[src/rtl/shift_pkg.sv]
package shift_pkg;

  localparam int FN_W = 6;

  localparam logic [FN_W-1:0] FN_SLL  = 6'h00;
  localparam logic [FN_W-1:0] FN_SRL  = 6'h02;
  localparam logic [FN_W-1:0] FN_SRA  = 6'h03;
  localparam logic [FN_W-1:0] FN_SLLV = 6'h04;
  localparam logic [FN_W-1:0] FN_SRLV = 6'h06;
  localparam logic [FN_W-1:0] FN_SRAV = 6'h07;

  typedef enum logic [2:0] {
    SOP_SLL,
    SOP_SRL,
    SOP_SRA,
    SOP_ROTR,
    SOP_BAD
  } shop_e;

endpackage

[src/rtl/shift_decode.sv]
module shift_decode
  import shift_pkg::*;
#(
  parameter int SEL_W = 5
) (
  input  logic [FN_W-1:0]  func,
  input  logic [SEL_W-1:0] rotsel,
  output shop_e            op,
  output logic             use_var,
  output logic             illegal
);

  // Right logical or rotate, picked by the select field; other values are illegal.
  function automatic shop_e right_kind(input logic [SEL_W-1:0] sel);
    if (sel == '0) return SOP_SRL;
    else if (sel == SEL_W'(1)) return SOP_ROTR;
    else return SOP_BAD;
  endfunction

  always_comb begin
    op      = SOP_BAD;
    use_var = 1'b0;
    case (func)
      FN_SLL:  op = SOP_SLL;
      FN_SRL:  op = right_kind(rotsel);
      FN_SRA:  op = SOP_SRA;
      FN_SLLV: begin op = SOP_SLL;            use_var = 1'b1; end
      FN_SRLV: begin op = right_kind(rotsel); use_var = 1'b1; end
      FN_SRAV: begin op = SOP_SRA;            use_var = 1'b1; end
      default: op = SOP_BAD;
    endcase
    illegal = (op == SOP_BAD);
  end

endmodule

[src/rtl/shift_core.sv]
module shift_core
  import shift_pkg::*;
#(
  parameter int DATA_W = 32,
  parameter int AMT_W  = $clog2(DATA_W)
) (
  input  shop_e             op,
  input  logic [AMT_W-1:0]  amt,
  input  logic [DATA_W-1:0] value,
  output logic [DATA_W-1:0] result
);

  logic [DATA_W-1:0] rev_in;
  logic [DATA_W-1:0] rev_out;
  logic [DATA_W-1:0] stage [AMT_W+1];
  logic              sign_fill;
  logic              is_rot;

  // Left shifts run through the right shifter on a bit-reversed word.
  always_comb begin
    for (int i = 0; i < DATA_W; i++) rev_in[i] = value[DATA_W-1-i];
  end

  assign stage[0]  = (op == SOP_SLL) ? rev_in : value;
  assign sign_fill = (op == SOP_SRA) & value[DATA_W-1];
  assign is_rot    = (op == SOP_ROTR);

  // One stage per amount bit; a rotate wraps the bits shifted out, so zero amount passes through.
  for (genvar k = 0; k < AMT_W; k++) begin : g_stage
    localparam int SH = 1 << k;
    logic [SH-1:0] fill;
    assign fill = is_rot ? stage[k][SH-1:0] : {SH{sign_fill}};
    assign stage[k+1] = amt[k] ? {fill, stage[k][DATA_W-1:SH]} : stage[k];
  end

  always_comb begin
    for (int i = 0; i < DATA_W; i++) rev_out[i] = stage[AMT_W][DATA_W-1-i];
  end

  always_comb begin
    case (op)
      SOP_SLL: result = rev_out;
      SOP_BAD: result = '0;
      default: result = stage[AMT_W];
    endcase
  end

endmodule

[src/rtl/shift_outreg.sv]
module shift_outreg #(
  parameter int DATA_W = 32
) (
  input  logic              clk,
  input  logic              rst,
  input  logic              in_valid,
  output logic              in_ready,
  input  logic [DATA_W-1:0] d_result,
  input  logic              d_illegal,
  output logic              out_valid,
  input  logic              out_ready,
  output logic [DATA_W-1:0] out_result,
  output logic              out_illegal
);

  assign in_ready = !out_valid || out_ready;

  always_ff @(posedge clk) begin
    if (rst) begin
      out_valid   <= 1'b0;
      out_result  <= '0;
      out_illegal <= 1'b0;
    end else if (in_ready) begin
      out_valid <= in_valid;
      if (in_valid) begin
        out_result  <= d_result;
        out_illegal <= d_illegal;
      end
    end
  end

  // an accepted request is presented on the next cycle
  a_r9_accept_to_valid: assert property (@(posedge clk) disable iff (rst)
    (in_valid && in_ready) |=> out_valid);

  // with the result taken and nothing new accepted, valid drops
  a_r9_single_pulse: assert property (@(posedge clk) disable iff (rst)
    (out_valid && out_ready && !in_valid) |=> !out_valid);

  // a stalled result holds
  a_r10_hold: assert property (@(posedge clk) disable iff (rst)
    (out_valid && !out_ready) |=> (out_valid && $stable(out_result) && $stable(out_illegal)));

  // reset clears valid
  a_r11_reset_clears: assert property (@(posedge clk)
    rst |=> !out_valid);

endmodule

[src/rtl/shift_unit.sv]
module shift_unit
  import shift_pkg::*;
#(
  parameter int DATA_W = 32,
  parameter int SEL_W  = 5,
  localparam int AMT_W = $clog2(DATA_W)
) (
  input  logic              clk,
  input  logic              rst,
  input  logic              in_valid,
  output logic              in_ready,
  input  logic [FN_W-1:0]   in_func,
  input  logic [AMT_W-1:0]  in_shamt,
  input  logic [SEL_W-1:0]  in_rotsel,
  input  logic [DATA_W-1:0] in_opa,
  input  logic [DATA_W-1:0] in_opb,
  output logic              out_valid,
  input  logic              out_ready,
  output logic [DATA_W-1:0] out_result,
  output logic              out_illegal
);

  shop_e             dec_op;
  logic              dec_var;
  logic              dec_illegal;
  logic [AMT_W-1:0]  amt;
  logic [DATA_W-1:0] core_result;
  logic              unused_opb_hi;

  assign unused_opb_hi = ^in_opb[DATA_W-1:AMT_W];

  shift_decode #(.SEL_W(SEL_W)) decode_i (
    .func    (in_func),
    .rotsel  (in_rotsel),
    .op      (dec_op),
    .use_var (dec_var),
    .illegal (dec_illegal)
  );

  assign amt = dec_var ? in_opb[AMT_W-1:0] : in_shamt;

  shift_core #(.DATA_W(DATA_W), .AMT_W(AMT_W)) core_i (
    .op     (dec_op),
    .amt    (amt),
    .value  (in_opa),
    .result (core_result)
  );

  shift_outreg #(.DATA_W(DATA_W)) outreg_i (
    .clk         (clk),
    .rst         (rst),
    .in_valid    (in_valid),
    .in_ready    (in_ready),
    .d_result    (core_result),
    .d_illegal   (dec_illegal),
    .out_valid   (out_valid),
    .out_ready   (out_ready),
    .out_result  (out_result),
    .out_illegal (out_illegal)
  );

  // a zero-amount rotate passes the operand through the core
  a_r6_rot_zero: assert property (@(posedge clk) disable iff (rst)
    (in_valid && dec_op == SOP_ROTR && amt == '0) |-> (core_result == in_opa));

  // an illegal request registers a zero result
  a_r7_illegal_zero: assert property (@(posedge clk) disable iff (rst)
    (out_valid && out_illegal) |-> (out_result == '0));

endmodule

[config.mk]
export PLATFORM = sky130hd
export DESIGN_NAME = shift_unit
export DESIGN_NICKNAME = d
export VERILOG_FILES = /design/src/rtl/shift_pkg.sv /design/src/rtl/shift_decode.sv /design/src/rtl/shift_core.sv /design/src/rtl/shift_outreg.sv /design/src/rtl/shift_unit.sv
export SDC_FILE = /design/constraint.sdc
export NUM_CORES = 1
export LEC_CHECK = 0
export BUFFER_PORTS_ARGS = -buffer_cell sky130_fd_sc_hd__buf_2
export CORE_ASPECT_RATIO = 0.5
export CORE_MARGIN = 2
export CORE_UTILIZATION = 39
export DETAILED_ROUTE_END_ITERATION = 12
export GPL_TIMING_DRIVEN = 1
export SLEW_MARGIN = 10
export SYNTH_ARGS = -nofsm -noshare
export SYNTH_HDL_FRONTEND = slang
export SYNTH_HIERARCHICAL = 1
export SYNTH_SLANG_ARGS = --single-unit
[constraint.sdc]
create_clock -name clk -period 5.1 [get_ports clk]
set_input_delay 1.02 -clock clk [delete_from_list [all_inputs] [get_ports clk]]
set_output_delay 1.02 -clock clk [all_outputs]
set_load 0.01 [all_outputs]
==> reports/qor_table.md, run 1 <==
| Item | Reported | Unit |
| --- | --- | --- |
| Clock buffers created by TritonCTS | 5 | - |
| Cell taking the most area after synthesis | sky130_fd_sc_hd__mux4_2 | - |
| DIE AREA | 13190 | µm² |
| Synth top cells by count | sky130_fd_sc_hd__nand2_1, sky130_fd_sc_hd__nand3_1, sky130_fd_sc_hd__mux4_2 | - |
| Drt first-iter violations | 664 | - |
| First-pass GRT wire length | 24640 | µm |
| Post-layout instance count excluding filler cells | 779 | - |
| Largest clock skew in the final design | 2.391 | ps |
| Number of pins with negative max-slew slack in the final report | 0 | - |
| Unrepaired setup endpoints after global routing | false | - |
| Buffers on Ports | 91 | - |
| Net count of the mapped netlist | 636 | - |
| Main area contributors after synthesis | sky130_fd_sc_hd__mux4_2, sky130_fd_sc_hd__dfxtp_1, sky130_fd_sc_hd__a21bo_1 | - |
| Part of the total power dissipated in the clock network | 28.7 | % |
| Hold path start | outreg_i/out_result[30] | - |
| Fraction of registers with async set/reset | 0 | % |
| Switching power as a share of total power | 36.86 | % |
| Footprint of the flip-flops and latches | 680.7 | µm² |
| Number of inserted diodes | 0 | - |
| Hold path depth | 2 | - |
| Router iterations before antenna repair | 8 | - |
| Sequential area share after synthesis | 14.27 | % |
| Number of top-level pins | 119 | - |
| Maximum fanout along the worst path | 20 | - |
| Sum of negative setup slack | 0 | ps |
| Final setup violating endpoints | 0 | - |
| Endpoint of the worst register-to-register path | outreg_i/out_result[28] | - |
| Sinks on the clock net | 34 | - |
| Routed Wire Length | 15990 | µm |
| Post-Syn Area per Cell | 8.643 | µm² |
| Slowest-stage cell, CP | sky130_fd_sc_hd__a222oi_1 | - |
| CP Data Required Time | 5210 | ps |
| Fraction of power consumed by combinational cells | 43.7 | % |
| Mean routed wirelength per cell | 20.52 | µm |
| Root cell of the clock tree | sky130_fd_sc_hd__clkbuf_16 | - |
| Register share of total power | 27.5 | % |
| Path class of the lowest-slack min-delay path | flip-flop to flip-flop | - |
| Seq cells post-synth | 34 | - |
| Maximum number of pins on one net before global-route repair | 69 | - |
| Worst Tran Pin Value | 977.4 | ps |
| Count of different cell masters after synthesis | 72 | - |
| Internal reg-to-reg setup slack | 3760 | ps |
| Max Cap Violations | 0 | - |
| Total DRC errors in the routed layout | 0 | - |
| Crit Path Class | input pin to flip-flop | - |
| Worst skew pair latency | 270 | ps |
| Internal power summed over all cells | 0.6272 | mW |
| Area grow syn2layout | 14.27 | % |
| Period utilization | 86.82 | % |
| Avg Vias per Cell | 6.548 | - |
| Total global routing overflow | 0 | - |
| Final instance area | 5451 | µm² |
| Final Hold Vio Count | 0 | - |
| Crit path arrival time | 4540 | ps |
| Fill cell total of the finished layout | 1186 | - |
| Run status | complete, no violations | - |
| Total leakage power | 2.000 | nW |
| Post-synthesis cell count | 552 | - |
| Worst slew margin relative to its limit | 34.84 | % |
| Max Buffers Root-to-Sink | 2 | - |
| Clock-pin slew reported for the worst setup and hold paths after clock tree synthesis | 50 | ps |
| H-Tree Depth | 2 | - |
| Number of gates resized after CTS | 0 | - |
| Setup crit start kind | input pin | - |
| Die width | 160.4 | µm |
| Floorplan core area | 11880 | µm² |
| Effective utilization at floorplan | 40.17 | % |
| Post-CTS Hold Buffers | 0 | - |
| Worst path cell trace | buf_2, nor3_2, a21boi_2, o31ai_1, buf_4, nor3_4, buf_12, mux4_2, a211o_1, a222oi_1, mux2i_1, a21oi_1, o22ai_1, nand3_1, a21oi_2 | - |
| Area of the mapped netlist | 4771 | µm² |
| Endpoint type of the worst setup path | flip-flop | - |
| Hold EP | outreg_i/out_result[30] | - |
| TritonCTS clock tree | built | - |
| Placed Area | 5313 | µm² |
| Pwr Density | 182.2 | nW/µm² |
| Max incr delay on CP | 670 | ps |
| Area taken by multi-input logic gates | 3714 | µm² |
| Highest achievable clock rate | 225.8 | MHz |
| Switching power | 0.3661 | mW |
| Antenna violation net count after detailed routing | 0 | - |
| Leading register cell type out of synthesis | sky130_fd_sc_hd__dfxtp_1 | - |
| Aggregate global-route resource usage | 23.79 | % |
| Start of the worst register-to-register path | outreg_i/out_valid | - |
| Yosys Warn Count | 6 | - |
| Initial antenna violation count | 0 | - |
| Utilization of the core after routing | 45.90 | % |
| Fraction of layout cells with a size suffix above 1 | 35.99 | % |
| Final critical path time including I/O delays and setup | 4428 | ps |
| Cell Count Post-Placement | 773 | - |
| Die Span Y | 82.21 | µm |
| Number of cell instances on the worst register-to-register path | 3 | - |
| Number of global-route vias before repair | 4289 | - |
| Cell row count | 28 | - |
| Via count of the routed design | 5101 | - |
| Detailed-placement wirelength estimate | 12010 | µm |
| Post-CTS setup buffer count | 0 | - |
| Number of enable flip-flop cells after synthesis | 0 | - |
| Share of the synthesized area in the top cell type | 17.94 | % |
| Final weighted congestion of routability-driven global placement | 0.9533 | - |
| Maximum VDD drop | 117.8 | µV |
| Net total in the final layout | 699 | - |
==> worst max-delay path, delay by kind of cell <==
family	cells	cell delay, ps
mux	2	720
buf+inv	3	500
compound gates	7	1790
simple gates	3	500
==> cell families after synthesis <==
kind of cell    share of synthesized area (%)
compound gates                          39.50
buf+inv                                 8.051
flops                                   14.27
mux                                     22.03
simple gates                            16.16
==> final cells by class <==
| class | count | share of cell area, % |
|---|---|---|
| Multi-Input combinational cell | 446 | 68.12 |
| Sequential cell | 34 | 12.49 |
| Inverter | 9 | 0.6197 |
| Clock buffer | 6 | 2.548 |
| Timing Repair Buffer | 119 | 12.44 |
| Tap cell | 165 | 3.787 |
==> cells in the final DEF, fill, tap and decap left out, types with 3 or more instances in the layout <==
master                       n
sky130_fd_sc_hd__o21a_1      3
sky130_fd_sc_hd__a221o_1     5
sky130_fd_sc_hd__o32ai_1     9
sky130_fd_sc_hd__nand3_1    44
sky130_fd_sc_hd__a221oi_1   11
sky130_fd_sc_hd__o31ai_1     5
sky130_fd_sc_hd__nand3b_1    6
sky130_fd_sc_hd__mux2i_1     9
sky130_fd_sc_hd__o22ai_1    25
sky130_fd_sc_hd__mux2_2      7
sky130_fd_sc_hd__o21ai_0    13
sky130_fd_sc_hd__a211o_1     3
sky130_fd_sc_hd__nand2_1    44
sky130_fd_sc_hd__a21bo_1    33
sky130_fd_sc_hd__inv_1       6
sky130_fd_sc_hd__or2_2       3
sky130_fd_sc_hd__and3_1      3
sky130_fd_sc_hd__a211oi_1    4
sky130_fd_sc_hd__buf_2      91
sky130_fd_sc_hd__and2_1      3
sky130_fd_sc_hd__a21oi_1    27
sky130_fd_sc_hd__mux4_2     38
sky130_fd_sc_hd__a21o_1      4
sky130_fd_sc_hd__a32o_1      3
sky130_fd_sc_hd__a22oi_1    25
sky130_fd_sc_hd__nor2_1     25
sky130_fd_sc_hd__clkbuf_16   5
sky130_fd_sc_hd__dfxtp_1    34
sky130_fd_sc_hd__o22a_1      3
sky130_fd_sc_hd__a31oi_1    10
sky130_fd_sc_hd__buf_4      27
sky130_fd_sc_hd__nand4_1     3
sky130_fd_sc_hd__a22o_1      3
sky130_fd_sc_hd__a21oi_2    33
==> flip-flops by register name, summed over array words and instances, names as in the netlist <==
| name | count |
|---|---|
| outreg_i/out_valid | 1 |
| outreg_i/out_result | 32 |
| outreg_i/out_illegal | 1 |
==> metal layers <==
layer	share of wire, %	GRT usage, %	wire (µm)
met1	49	37.99	7844
met2	40	32.03	6383
met3	10	4.995	1656
met4	0.64	4.414	102
met5	0	0	0
==> per-stage QoR <==
stage | worst slack, ps | hold slack, ps | power, mW
final | 672.0 | 579.5 | 0.9933
after global routing | 374.1 | 593.8 | 1.045
after CTS | 670.6 | 579.7 | 0.9873
after detailed placement | 436.8 | 565.2 | 0.6984
after global placement | 453.1 | 568.7 | 0.6953
after floorplan | 813.1 | 602.3 | 0.5742
==> worst max path at each step <==
stage / cells after the start / endpoint / start / slack (ps)
global placement: 15 / outreg_i/out_result[3] / in_func[5] / 450
finish: 15 / outreg_i/out_result[28] / in_func[5] / 670
CTS: 15 / outreg_i/out_result[28] / in_func[5] / 670
global route: 15 / outreg_i/out_result[28] / in_func[5] / 370
floorplan: 14 / outreg_i/out_result[3] / in_func[5] / 810
detailed placement: 15 / outreg_i/out_result[28] / in_func[5] / 440
==> power groups by stage <==
stage	sequential, mW	clock, mW	combinational [mW]
floorplan	0.281	0	0.293
global placement	0.279	0	0.416
detailed placement	0.279	0	0.420
CTS	0.273	0.293	0.421
global route	0.274	0.307	0.464
finish	0.274	0.286	0.434
Power figures use the tool's default switching activity.
==> run 2, diff against run 1 <==
--- a/config.mk
+++ b/config.mk
@@ -11,6 +11,7 @@
 export CORE_UTILIZATION = 39
 export DETAILED_ROUTE_END_ITERATION = 12
 export GPL_TIMING_DRIVEN = 1
+export PLACE_DENSITY = 0.62
 export SLEW_MARGIN = 10
 export SYNTH_ARGS = -nofsm -noshare
 export SYNTH_HDL_FRONTEND = slang
==> run 2 against run 1 <==
Compared with the run above:
- die area unchanged
- hold slack about the same
- highest routed layer unchanged
- non-clock buffer count down 2
- first-iteration DRC count shrank 5.9%
- global-route usage is essentially flat
- clock power up 14%
- core utilization did not move
- wire length grew 0.84%
- sequential power about the same
- design area did not move
- maximum frequency is 2.1% lower
==> reports/qor_table.md, run 2 (synthesis gave the netlist of run 1 again) <==
| Item | Reported | Unit |
| --- | --- | --- |
| Total leakage power | 2.004 | nW |
| Clock buffers created by TritonCTS | 5 | - |
| Crit path capture | outreg_i/out_result[11] | - |
| Maximum number of pins on one net before global-route repair | 69 | - |
| Drt first-iter violations | 625 | - |
| Total global routing overflow | 0 | - |
| Die Span Y | 82.21 | µm |
| Post-Route Hold Slack | 579.5 | ps |
| Period utilization | 88.70 | % |
| Unrepaired setup endpoints after global routing | false | - |
| Buffers on Ports | 91 | - |
| Footprint of the flip-flops and latches | 680.7 | µm² |
| H-Tree Depth | 2 | - |
| Routed Wire Length | 16120 | µm |
| Router iterations before antenna repair | 5 | - |
| Die width | 160.4 | µm |
| Commonest cells after routing, fill and taps aside | sky130_fd_sc_hd__buf_2, sky130_fd_sc_hd__nand2_1, sky130_fd_sc_hd__nand3_1, sky130_fd_sc_hd__mux4_2, sky130_fd_sc_hd__dfxtp_1 | - |
| Highest achievable clock rate | 221.1 | MHz |
| Flip-flop count of the largest register after layout | 32 | - |
| Endpoint type of the worst setup path | flip-flop | - |
| Worst skew pair latency | 270 | ps |
| Cell row count | 28 | - |
| Final Hold Vio Count | 0 | - |
| Internal reg-to-reg setup slack | 3750 | ps |
| Final setup violating endpoints | 0 | - |
| Worst setup slack before clock tree synthesis | 303.0 | ps |
| Number of global-route vias before repair | 4375 | - |
| Setup crit start kind | input pin | - |
| Area taken by multi-input logic gates | 3714 | µm² |
| Pwr Density | 189.4 | nW/µm² |
| Area grow syn2layout | 14.27 | % |
| Largest registers in the final layout | outreg_i/out_result: 32 flops, outreg_i/out_illegal: 1 flops, outreg_i/out_valid: 1 flops | - |
| Maximum fanout along the worst path | 11 | - |
| Post-CTS setup buffer count | 0 | - |
| Number of top-level pins | 119 | - |
| Final instance area | 5451 | µm² |
| Fraction of layout cells with a size suffix above 1 | 35.99 | % |
| Max Buffers Root-to-Sink | 2 | - |
| Crit Path Class | input pin to flip-flop | - |
| Number of cell instances on the worst register-to-register path | 3 | - |
| Critical Path Start | in_func[5] | - |
| Worst Tran Pin Value | 1108 | ps |
| Endpoint of the worst register-to-register path | outreg_i/out_result[21] | - |
| First-pass GRT wire length | 24920 | µm |
| Maximum VDD drop | 136.3 | µV |
| Clock-pin slew reported for the worst setup and hold paths after clock tree synthesis | 50 | ps |
| Sum of negative setup slack | 0 | ps |
| Antenna violation net count after detailed routing | 0 | - |
| Aggregate global-route resource usage | 23.76 | % |
| Run status | complete, no violations | - |
| Crit path arrival time | 4640 | ps |
| Via count of the routed design | 5199 | - |
| Total DRC errors in the routed layout | 0 | - |
| Number of pins with negative max-slew slack in the final report | 0 | - |
| Final weighted congestion of routability-driven global placement | 0.9645 | - |
| DIE AREA | 13190 | µm² |
| CP Data Required Time | 5220 | ps |
| Detailed-placement wirelength estimate | 11940 | µm |
| Max Cap Violations | 0 | - |
| Largest clock skew in the final design | 4.889 | ps |
| Most common cell after layout, fill and taps aside | sky130_fd_sc_hd__buf_2 | - |
| Mean routed wirelength per cell | 20.70 | µm |
| Largest register by flop count | outreg_i/out_result | - |
| Least setup slack across all paths after layout | 576.5 | ps |
| Initial antenna violation count | 0 | - |
| Effective utilization at floorplan | 40.17 | % |
| Post-CTS Hold Buffers | 0 | - |
| Start of the worst register-to-register path | outreg_i/out_valid | - |
| Final critical path time including I/O delays and setup | 4524 | ps |
| Placed Area | 5285 | µm² |
| TritonCTS clock tree | built | - |
| Avg Vias per Cell | 6.674 | - |
| Floorplan core area | 11880 | µm² |
| Sinks on the clock net | 34 | - |
| Hold path depth | 2 | - |
| Number of gates resized after CTS | 0 | - |
| Path class of the lowest-slack min-delay path | flip-flop to flip-flop | - |
| Net total in the final layout | 697 | - |
| Number of inserted diodes | 0 | - |
| Root cell of the clock tree | sky130_fd_sc_hd__clkbuf_16 | - |
| Worst slew margin relative to its limit | 26.16 | % |
| Fill cell total of the finished layout | 1210 | - |
## run 2: changes by cell type in the layout (fill, tap and decap cells not counted), sizes merged
cell    before  now
buf        119  117
clkbuf       6    8
## run 2: worst min-delay path by stage
stage | start | end | slack, ps
after floorplan | outreg_i/out_illegal | outreg_i/out_illegal | 600
after global placement | outreg_i/out_result[4] | outreg_i/out_result[4] | 570
after detailed placement | outreg_i/out_illegal | outreg_i/out_illegal | 560
after CTS | outreg_i/out_illegal | outreg_i/out_illegal | 580
after global routing | outreg_i/out_result[11] | outreg_i/out_result[11] | 590
final | outreg_i/out_illegal | outreg_i/out_illegal | 580
## run 2: stage by stage
| step | total power [mW] | std cells | utilization (%) |
|---|---|---|---|
| after global placement | 0.6939 | 771 | 44.50 |
| after global routing | 1.084 | 779 | 45.90 |
| after CTS | 1.025 | 779 | 45.90 |
| after floorplan | 0.5742 | 552 | - |
| after detailed placement | 0.6962 | 771 | 44.50 |
| final | 1.033 | 779 | 45.90 |
## run 2: metal layers
layer | share of wire, % | wire length (µm) | global-route usage [%] | vias to the layer above
met1 | 48 | 7803 | 37.73 | 2500
li1 | - | - | - | 2340
met5 | 0 | 0 | 0 | -
met2 | 39 | 6359 | 33.06 | 343
met4 | 0.80 | 129 | 3.964 | 0
met3 | 11 | 1830 | 4.296 | 16
## run 2: final cells by class
type,instances,share of cell area [%]
sequential,34,12.49
timing repair buffer,117,11.93
clock buffer,8,3.053
tap,165,3.787
multi-input combinational,446,68.12
inverter,9,0.6197
## run 2: report_power, final
part / switching (mW) / internal, mW
registers: 0.00250 / 0.271
clock network: 0.105 / 0.221
logic: 0.266 / 0.168
total: 0.373 / 0.659
## run 2: critical path: stages
cell and delay (ps):
sky130_fd_sc_hd__buf_2 100, sky130_fd_sc_hd__nor3_2 180, sky130_fd_sc_hd__a21boi_2 210, sky130_fd_sc_hd__o31ai_1 90
sky130_fd_sc_hd__buf_4 180, sky130_fd_sc_hd__nor3_4 500, sky130_fd_sc_hd__buf_4 280, sky130_fd_sc_hd__mux4_2 560
sky130_fd_sc_hd__mux4_2 540, sky130_fd_sc_hd__and2_1 200, sky130_fd_sc_hd__a311oi_1 420, sky130_fd_sc_hd__o22ai_1 160
sky130_fd_sc_hd__nand3_1 130, sky130_fd_sc_hd__a21oi_2 60
